$ cat config.mk
export PLATFORM = sky130hd
export DESIGN_NAME = i2c_reg_slave
export DESIGN_NICKNAME = d
export VERILOG_FILES = /design/src/rtl/i2c_slv_pkg.sv /design/src/rtl/i2c_in_sync.sv /design/src/rtl/i2c_bus_cond.sv /design/src/rtl/i2c_slv_fsm.sv /design/src/rtl/i2c_reg_slave.sv
export SDC_FILE = /design/constraint.sdc
export NUM_CORES = 1
export LEC_CHECK = 0
export BUFFER_PORTS_ARGS = -buffer_cell sky130_fd_sc_hd__buf_2
export CAP_MARGIN = 15
export CORE_ASPECT_RATIO = 0.75
export CORE_UTILIZATION = 44
export CTS_BUF_LIST = sky130_fd_sc_hd__clkbuf_8
export DETAILED_ROUTE_END_ITERATION = 7
export PLACE_DENSITY = 0.74
export SYNTH_ARGS = -nofsm -noshare
export SYNTH_HDL_FRONTEND = slang
export SYNTH_HIERARCHICAL = 1
export SYNTH_SLANG_ARGS = --single-unit
$ cat constraint.sdc
create_clock -name clk_i -period 2.77 [get_ports clk_i]
set_input_delay 0.277 -clock clk_i [delete_from_list [all_inputs] [get_ports clk_i]]
set_output_delay 0.277 -clock clk_i [all_outputs]
set_load 0.005 [all_outputs]
$ cat src/rtl/i2c_slv_pkg.sv
package i2c_slv_pkg;

    typedef enum logic [2:0] {
        ST_IDLE,
        ST_RX,
        ST_ACK_SETUP,
        ST_ACK,
        ST_TX,
        ST_MACK,
        ST_MACK_WAIT
    } slv_state_e;

    typedef enum logic [1:0] {
        K_ADDR,
        K_SUB,
        K_DATA
    } byte_kind_e;

endpackage

$ cat src/rtl/i2c_in_sync.sv
module i2c_in_sync #(
    parameter int               WIDTH   = 3,
    parameter int               STAGES  = 2,
    parameter logic [WIDTH-1:0] RST_VAL = '1
) (
    input  logic             clk_i,
    input  logic             rst_ni,
    input  logic [WIDTH-1:0] d_i,
    output logic [WIDTH-1:0] q_o
);

    logic [STAGES-1:0][WIDTH-1:0] chain_d, chain_q;

    always_comb begin
        chain_d[0] = d_i;
        for (int i = 1; i < STAGES; i++) begin
            chain_d[i] = chain_q[i-1];
        end
    end

    always_ff @(posedge clk_i or negedge rst_ni) begin
        if (!rst_ni) begin
            for (int i = 0; i < STAGES; i++) begin
                chain_q[i] <= RST_VAL;
            end
        end else begin
            chain_q <= chain_d;
        end
    end

    assign q_o = chain_q[STAGES-1];

endmodule

$ cat src/rtl/i2c_bus_cond.sv
module i2c_bus_cond (
    input  logic clk_i,
    input  logic rst_ni,
    input  logic scl_i,
    input  logic sda_i,
    output logic scl_rise_o,
    output logic scl_fall_o,
    output logic start_o,
    output logic stop_o
);

    logic scl_d, scl_q;
    logic sda_d, sda_q;

    always_comb begin
        scl_d = scl_i;
        sda_d = sda_i;
    end

    always_ff @(posedge clk_i or negedge rst_ni) begin
        if (!rst_ni) begin
            scl_q <= 1'b1;
            sda_q <= 1'b1;
        end else begin
            scl_q <= scl_d;
            sda_q <= sda_d;
        end
    end

    assign scl_rise_o = scl_i & ~scl_q;
    assign scl_fall_o = ~scl_i & scl_q;
    assign start_o    = scl_i & scl_q & sda_q & ~sda_i;
    assign stop_o     = scl_i & scl_q & ~sda_q & sda_i;

endmodule

$ cat src/rtl/i2c_slv_fsm.sv
module i2c_slv_fsm
    import i2c_slv_pkg::*;
#(
    parameter logic [6:0] DEV_ADDR  = 7'h20,
    parameter int         REG_COUNT = 16,
    localparam int        PTR_W     = $clog2(REG_COUNT)
) (
    input  logic             clk_i,
    input  logic             rst_ni,
    input  logic             scl_i,
    input  logic             sda_i,
    input  logic             addr_sel_i,
    input  logic             rise_i,
    input  logic             fall_i,
    input  logic             start_i,
    input  logic             stop_i,
    input  logic [7:0]       rdata_i,
    output logic             sda_oe_o,
    output logic             we_o,
    output logic [7:0]       wdata_o,
    output logic [PTR_W-1:0] ptr_o
);

    localparam logic [PTR_W-1:0] PTR_MAX   = PTR_W'(REG_COUNT - 1);
    localparam logic [8:0]       SUB_LIMIT = 9'(REG_COUNT);

    typedef struct packed {
        slv_state_e       state;
        byte_kind_e       kind;
        logic [2:0]       cnt;
        logic [7:0]       shift;
        logic [PTR_W-1:0] ptr;
        logic             rw;
        logic             wfull;
        logic             oe;
        logic             we;
        logic [7:0]       wdata;
    } fsm_t;

    fsm_t       n_d, q_q;
    logic [7:0] byte_nx;
    logic [6:0] dev_addr;

    assign dev_addr = {DEV_ADDR[6:1], addr_sel_i};
    assign byte_nx  = {q_q.shift[6:0], sda_i};

    always_comb begin
        n_d    = q_q;
        n_d.we = 1'b0;
        if (stop_i) begin
            n_d.state = ST_IDLE;
            n_d.oe    = 1'b0;
        end else if (start_i) begin
            n_d.state = ST_RX;
            n_d.kind  = K_ADDR;
            n_d.cnt   = 3'd0;
            n_d.oe    = 1'b0;
        end else begin
            unique case (q_q.state)
                ST_IDLE: begin
                    n_d.oe = 1'b0;
                end
                ST_RX: begin
                    if (rise_i) begin
                        n_d.shift = byte_nx;
                        n_d.cnt   = q_q.cnt + 3'd1;
                        if (q_q.cnt == 3'd7) begin
                            n_d.state = ST_IDLE;
                            unique case (q_q.kind)
                                K_ADDR: begin
                                    if (byte_nx[7:1] == dev_addr) begin
                                        n_d.rw    = byte_nx[0];
                                        n_d.state = ST_ACK_SETUP;
                                    end
                                end
                                K_SUB: begin
                                    if ({1'b0, byte_nx} < SUB_LIMIT) begin
                                        n_d.ptr   = byte_nx[PTR_W-1:0];
                                        n_d.wfull = 1'b0;
                                        n_d.state = ST_ACK_SETUP;
                                    end
                                end
                                default: begin
                                    if (!q_q.wfull) begin
                                        n_d.we    = 1'b1;
                                        n_d.wdata = byte_nx;
                                        n_d.state = ST_ACK_SETUP;
                                    end
                                end
                            endcase
                        end
                    end
                end
                ST_ACK_SETUP: begin
                    if (fall_i) begin
                        n_d.oe    = 1'b1;
                        n_d.state = ST_ACK;
                    end
                end
                ST_ACK: begin
                    if (fall_i) begin
                        n_d.oe  = 1'b0;
                        n_d.cnt = 3'd0;
                        unique case (q_q.kind)
                            K_ADDR: begin
                                if (q_q.rw) begin
                                    n_d.shift = rdata_i;
                                    n_d.oe    = ~rdata_i[7];
                                    n_d.state = ST_TX;
                                end else begin
                                    n_d.kind  = K_SUB;
                                    n_d.state = ST_RX;
                                end
                            end
                            K_SUB: begin
                                n_d.kind  = K_DATA;
                                n_d.state = ST_RX;
                            end
                            default: begin
                                n_d.state = ST_RX;
                                if (q_q.ptr == PTR_MAX) begin
                                    n_d.wfull = 1'b1;
                                end else begin
                                    n_d.ptr = q_q.ptr + 1'b1;
                                end
                            end
                        endcase
                    end
                end
                ST_TX: begin
                    if (fall_i) begin
                        if (q_q.cnt == 3'd7) begin
                            n_d.oe    = 1'b0;
                            n_d.state = ST_MACK;
                        end else begin
                            n_d.shift = {q_q.shift[6:0], 1'b0};
                            n_d.oe    = ~q_q.shift[6];
                            n_d.cnt   = q_q.cnt + 3'd1;
                        end
                    end
                end
                ST_MACK: begin
                    if (rise_i) begin
                        if (!sda_i) begin
                            if (q_q.ptr != PTR_MAX) begin
                                n_d.ptr = q_q.ptr + 1'b1;
                            end
                            n_d.state = ST_MACK_WAIT;
                        end else begin
                            n_d.state = ST_IDLE;
                        end
                    end
                end
                ST_MACK_WAIT: begin
                    if (fall_i) begin
                        n_d.shift = rdata_i;
                        n_d.oe    = ~rdata_i[7];
                        n_d.cnt   = 3'd0;
                        n_d.state = ST_TX;
                    end
                end
                default: begin
                    n_d.state = ST_IDLE;
                    n_d.oe    = 1'b0;
                end
            endcase
        end
    end

    always_ff @(posedge clk_i or negedge rst_ni) begin
        if (!rst_ni) begin
            q_q <= '{state: ST_IDLE, kind: K_ADDR, cnt: 3'd0, shift: 8'h00,
                     ptr: '0, rw: 1'b0, wfull: 1'b0, oe: 1'b0, we: 1'b0,
                     wdata: 8'h00};
        end else begin
            q_q <= n_d;
        end
    end

    assign sda_oe_o = q_q.oe;
    assign we_o     = q_q.we;
    assign wdata_o  = q_q.wdata;
    assign ptr_o    = q_q.ptr;

    // the pull-down enable toggles only in the SCL low phase
    a_r9_oe_rise_scl_low: assert property (@(posedge clk_i) disable iff (!rst_ni)
        $rose(q_q.oe) |-> !scl_i);
    a_r9_oe_fall_scl_low: assert property (@(posedge clk_i) disable iff (!rst_ni)
        $fell(q_q.oe) |-> !scl_i);

    // a write strobe never lasts two cycles
    a_r11_we_single: assert property (@(posedge clk_i) disable iff (!rst_ni)
        q_q.we |=> !q_q.we);

    // a start restarts the address byte, a stop parks the block
    a_r8_start_new_addr: assert property (@(posedge clk_i) disable iff (!rst_ni)
        start_i |=> (q_q.state == ST_RX && q_q.kind == K_ADDR && q_q.cnt == 3'd0 && !q_q.oe));
    a_r8_stop_idle: assert property (@(posedge clk_i) disable iff (!rst_ni)
        stop_i |=> (q_q.state == ST_IDLE && !q_q.oe));

    // the read pointer holds at the top register
    a_r7_ptr_saturates: assert property (@(posedge clk_i) disable iff (!rst_ni)
        (q_q.state == ST_MACK && q_q.ptr == PTR_MAX) |=> q_q.ptr == PTR_MAX);

    // no store once the top register has been written
    a_r6_no_store_full: assert property (@(posedge clk_i) disable iff (!rst_ni)
        (q_q.wfull && q_q.kind == K_DATA && q_q.state == ST_RX) |=> !q_q.we);

endmodule

$ cat src/rtl/i2c_reg_slave.sv
module i2c_reg_slave #(
    parameter logic [6:0] DEV_ADDR    = 7'h20,
    parameter int         REG_COUNT   = 16,
    parameter int         SYNC_STAGES = 2,
    localparam int        PTR_W       = $clog2(REG_COUNT)
) (
    input  logic             clk_i,
    input  logic             rst_ni,
    input  logic             scl_i,
    input  logic             sda_i,
    input  logic             addr_sel_i,
    output logic             sda_oe_o,
    output logic [PTR_W-1:0] reg_addr_o,
    output logic [7:0]       reg_wdata_o,
    output logic             reg_we_o,
    input  logic [7:0]       reg_rdata_i
);

    logic [2:0] pins_s;
    logic       scl_s, sda_s, sel_s;
    logic       rise, fall, start, stop;

    i2c_in_sync #(
        .WIDTH  (3),
        .STAGES (SYNC_STAGES),
        .RST_VAL(3'b011)
    ) i_sync (
        .clk_i (clk_i),
        .rst_ni(rst_ni),
        .d_i   ({addr_sel_i, scl_i, sda_i}),
        .q_o   (pins_s)
    );

    assign sel_s = pins_s[2];
    assign scl_s = pins_s[1];
    assign sda_s = pins_s[0];

    i2c_bus_cond i_cond (
        .clk_i     (clk_i),
        .rst_ni    (rst_ni),
        .scl_i     (scl_s),
        .sda_i     (sda_s),
        .scl_rise_o(rise),
        .scl_fall_o(fall),
        .start_o   (start),
        .stop_o    (stop)
    );

    i2c_slv_fsm #(
        .DEV_ADDR (DEV_ADDR),
        .REG_COUNT(REG_COUNT)
    ) i_fsm (
        .clk_i     (clk_i),
        .rst_ni    (rst_ni),
        .scl_i     (scl_s),
        .sda_i     (sda_s),
        .addr_sel_i(sel_s),
        .rise_i    (rise),
        .fall_i    (fall),
        .start_i   (start),
        .stop_i    (stop),
        .rdata_i   (reg_rdata_i),
        .sda_oe_o  (sda_oe_o),
        .we_o      (reg_we_o),
        .wdata_o   (reg_wdata_o),
        .ptr_o     (reg_addr_o)
    );

    // quiet outputs straight after reset release
    a_r1_quiet_after_reset: assert property (@(posedge clk_i)
        $rose(rst_ni) |-> (!sda_oe_o && !reg_we_o));

    // write address stays put while the strobe is high
    a_r11_addr_stable_on_we: assert property (@(posedge clk_i) disable iff (!rst_ni)
        reg_we_o |-> $stable(reg_addr_o));

endmodule

==> results.json <==
{
  "die-area_um2": 5100,
  "hold_viol": 0,
  "drt_iter0_drc": 186,
  "drive_gt1_share_pct": 27.2,
  "clk_root_buffer_cell": "clkbuf_8",
  "comb_power_share_pct": 14.3,
  "irDropWorstVdd_mv": 0.334,
  "cp-start-kind": "register",
  "placedCellCount": 281,
  "switchingPower_uw": 355,
  "synthDistinctLibCells": 50,
  "row_count": 21,
  "gp_congestion": 0.898,
  "routed_wl_mm": 4.57,
  "syn-num-nets": 229,
  "run_status": "complete, no violations",
  "synth_edf_count": 0,
  "slew_headroom_pct": 43.9,
  "worstSetupPathType": "register to register",
  "dpl.hpwl_mm": 3.18,
  "synth.avg_cell_area_um2": 9.95,
  "ios": 27,
  "io_buffers": 26,
  "ys.flop_type": "dfrtp_1",
  "die_y_um": 62.1,
  "hold_slack_ns": 0.0782,
  "max_cap_viol_count": 0,
  "area_growth_pct": 9.98,
  "post-route-util_pct": 51.3,
  "design_area_um2": 2330,
  "grt-ovfl-total": 0,
  "coreArea_um2": 4550,
  "yosysSeqAreaShare_pct": 46.4,
  "power.density_nw_per_um2": 521,
  "htreeDepth": 2,
  "cts_tree": "built",
  "insertion_delay_ns": 0.29,
  "p_clk_share_pct": 30.2,
  "cts_buffers": 5,
  "grt_start_max_net_pins": 40,
  "ant_nets": 0,
  "n_fill_cell": 414,
  "hold_buffers": 0,
  "drc": 0,
  "clk_path_buf_depth": 2,
  "arrival_ns": 2.66,
  "fmaxAchievable_mhz": 403,
  "period_share_pct": 89.7,
  "cts_repair_resize_count": 0,
  "antenna_found_initial": 0,
  "nets": 247,
  "diodes": 0,
  "post_dp_cell_area_um2": 2250,
  "cp.required_ns": 2.95,
  "vias_per_cell": 5.89,
  "seqPwrFrac_pct": 55.5,
  "holdCritPathClass": "primary input to asynchronous set/reset pin",
  "slew_violations": 0,
  "cts.sink_count": 39,
  "post_cts_buffers": 0,
  "grt_pass1_wl_mm": 7.57,
  "endpoint_kind": "register",
  "ys_warn_count": 6,
  "firstDrtPassIters": 6,
  "post_drt_wl_per_cell_um": 15.8,
  "multiInputGateArea_um2": 983,
  "grt_pass1_vias": 1514,
  "fin_cells": 289,
  "rsz0062_at_grt": "no",
  "tightest_slew_ns": 0.841,
  "p_leak_nw": 1.06,
  "setup_viol": 0,
  "ys_ff_latch": 39,
  "async_flop_share_pct": 100,
  "swShare_pct": 29.2,
  "track_usage_pct": 19.9,
  "seq_area_um2": 983,
  "path_clk_slew_ns": 0.08,
  "clock_skew_ns": 0.00729,
  "p_int_uw": 860,
  "postSynthCellCount": 213,
  "initial_core_util_pct": 46.6,
  "vias": 1702,
  "tns_ns": 0,
  "period_minus_slack_ns": 2.48,
  "path_max_fanout": 9,
  "syn_area_um2": 2120,
  "fp.dieW_um": 82.1
}
-- cells by family after synthesis --
group / after synthesis / share of synthesized area, %
simple gates: 68 / 18.4
flops: 39 / 46.4
buf+inv: 28 / 7.20
fa+ha+maj: 3 / 1.77
compound gates: 58 / 17.6
xor+xnor: 2 / 0.827
mux: 15 / 7.79
-- worst paths after layout --
path | start | endpoint | slack (ns) | cells past startpoint
setup / recovery | i_sync/q_o[0] | i_fsm/wdata_o[0] | 0.29 | 5
hold / removal | rst_ni | i_fsm/ptr_o[2] | 0.08 | 1
setup reg to reg | i_sync/q_o[0] | i_fsm/wdata_o[0] | 0.29 | 5
hold reg to reg | i_sync/chain_d[5] | i_sync/q_o[2] | 0.36 | 0
max in group asynchronous | rst_ni | i_fsm/q_q[27] | 2.16 | 1
min in group clk_i | sda_i | i_sync/chain_d[3] | 0.08 | 1
-- stage by stage --
stage / power (mW) / setup slack (ns)
after CTS: 1.23 / 0.344
after global placement: 0.851 / 0.402
after detailed placement: 0.855 / 0.358
after floorplan: 0.804 / 0.610
after global routing: 1.29 / 0.153
final: 1.21 / 0.286
-- power groups by stage --
| stage | combinational [mW] | sequential [mW] | clock (mW) |
|---|---|---|---|
| after global placement | 0.170 | 0.681 | 0 |
| after floorplan | 0.145 | 0.659 | 0 |
| after global routing | 0.199 | 0.681 | 0.407 |
| after CTS | 0.174 | 0.671 | 0.381 |
| after detailed placement | 0.173 | 0.682 | 0 |
| final | 0.173 | 0.674 | 0.367 |
-- routing by layer --
metal	vias up	GRT usage [%]	part of all wire, %	wire [um]
met4	0	7.24	1.4	63
met3	8	4.41	6.5	299
met5	-	0	0	0
li1	804	-	-	-
met1	824	31.2	50	2280
met2	66	26.3	42	1930
-- critical path: stages (launching register included) --
cell,delay [ns]
dfstp_2,0.63
and4b_1,0.30
nor2_1,0.34
nand4_1,0.17
or3b_1,0.58
mux2_2,0.35
-- cells in the mapped netlist, types with 4 or more instances --
cell type,instances,share of area (%)
o21ai_0,14,3.3
inv_1,5,0.89
buf_4,12,4.3
a22oi_1,7,2.5
a21oi_1,14,3.3
nor2b_1,6,1.8
dfstp_2,6,7.4
mux2_2,12,6.4
dfrtp_1,33,39
clkbuf_1,8,1.4
a31oi_1,5,1.5
nand2_1,16,2.8
nand3_1,4,0.94
nor2_1,15,2.7
-- state kept, by name, summed over array words and instances, names as in the netlist --
| name | count |
|---|---|
| i_cond/scl_q | 1 |
| i_cond/sda_q | 1 |
| i_fsm/byte_nx | 7 |
| i_fsm/ptr_o | 4 |
| i_fsm/q_q | 10 |
| i_fsm/sda_oe_o | 1 |
| i_fsm/wdata_o | 8 |
| i_fsm/we_o | 1 |
| i_sync/chain_d | 3 |
| i_sync/q_o | 3 |
-- layout by cell type (no fill, tap or decap), types with 7 or more instances in the layout --
cell type,n
dfrtp_1,33
buf_2,26
nand2_1,16
nor2_1,15
a21oi_1,14
o21ai_0,14
mux2_2,12
buf_4,8
inv_1,7
a22oi_1,7
-- final cells by class --
type,instances,area share [%]
sequential,39,42.2
multi-input combinational,146,42.2
inverter,5,0.805
timing repair buffer,34,8.16
tap,57,3.06
clock buffer,5,2.95
clock inverter,3,0.644
(Power assumes the default switching activity.)
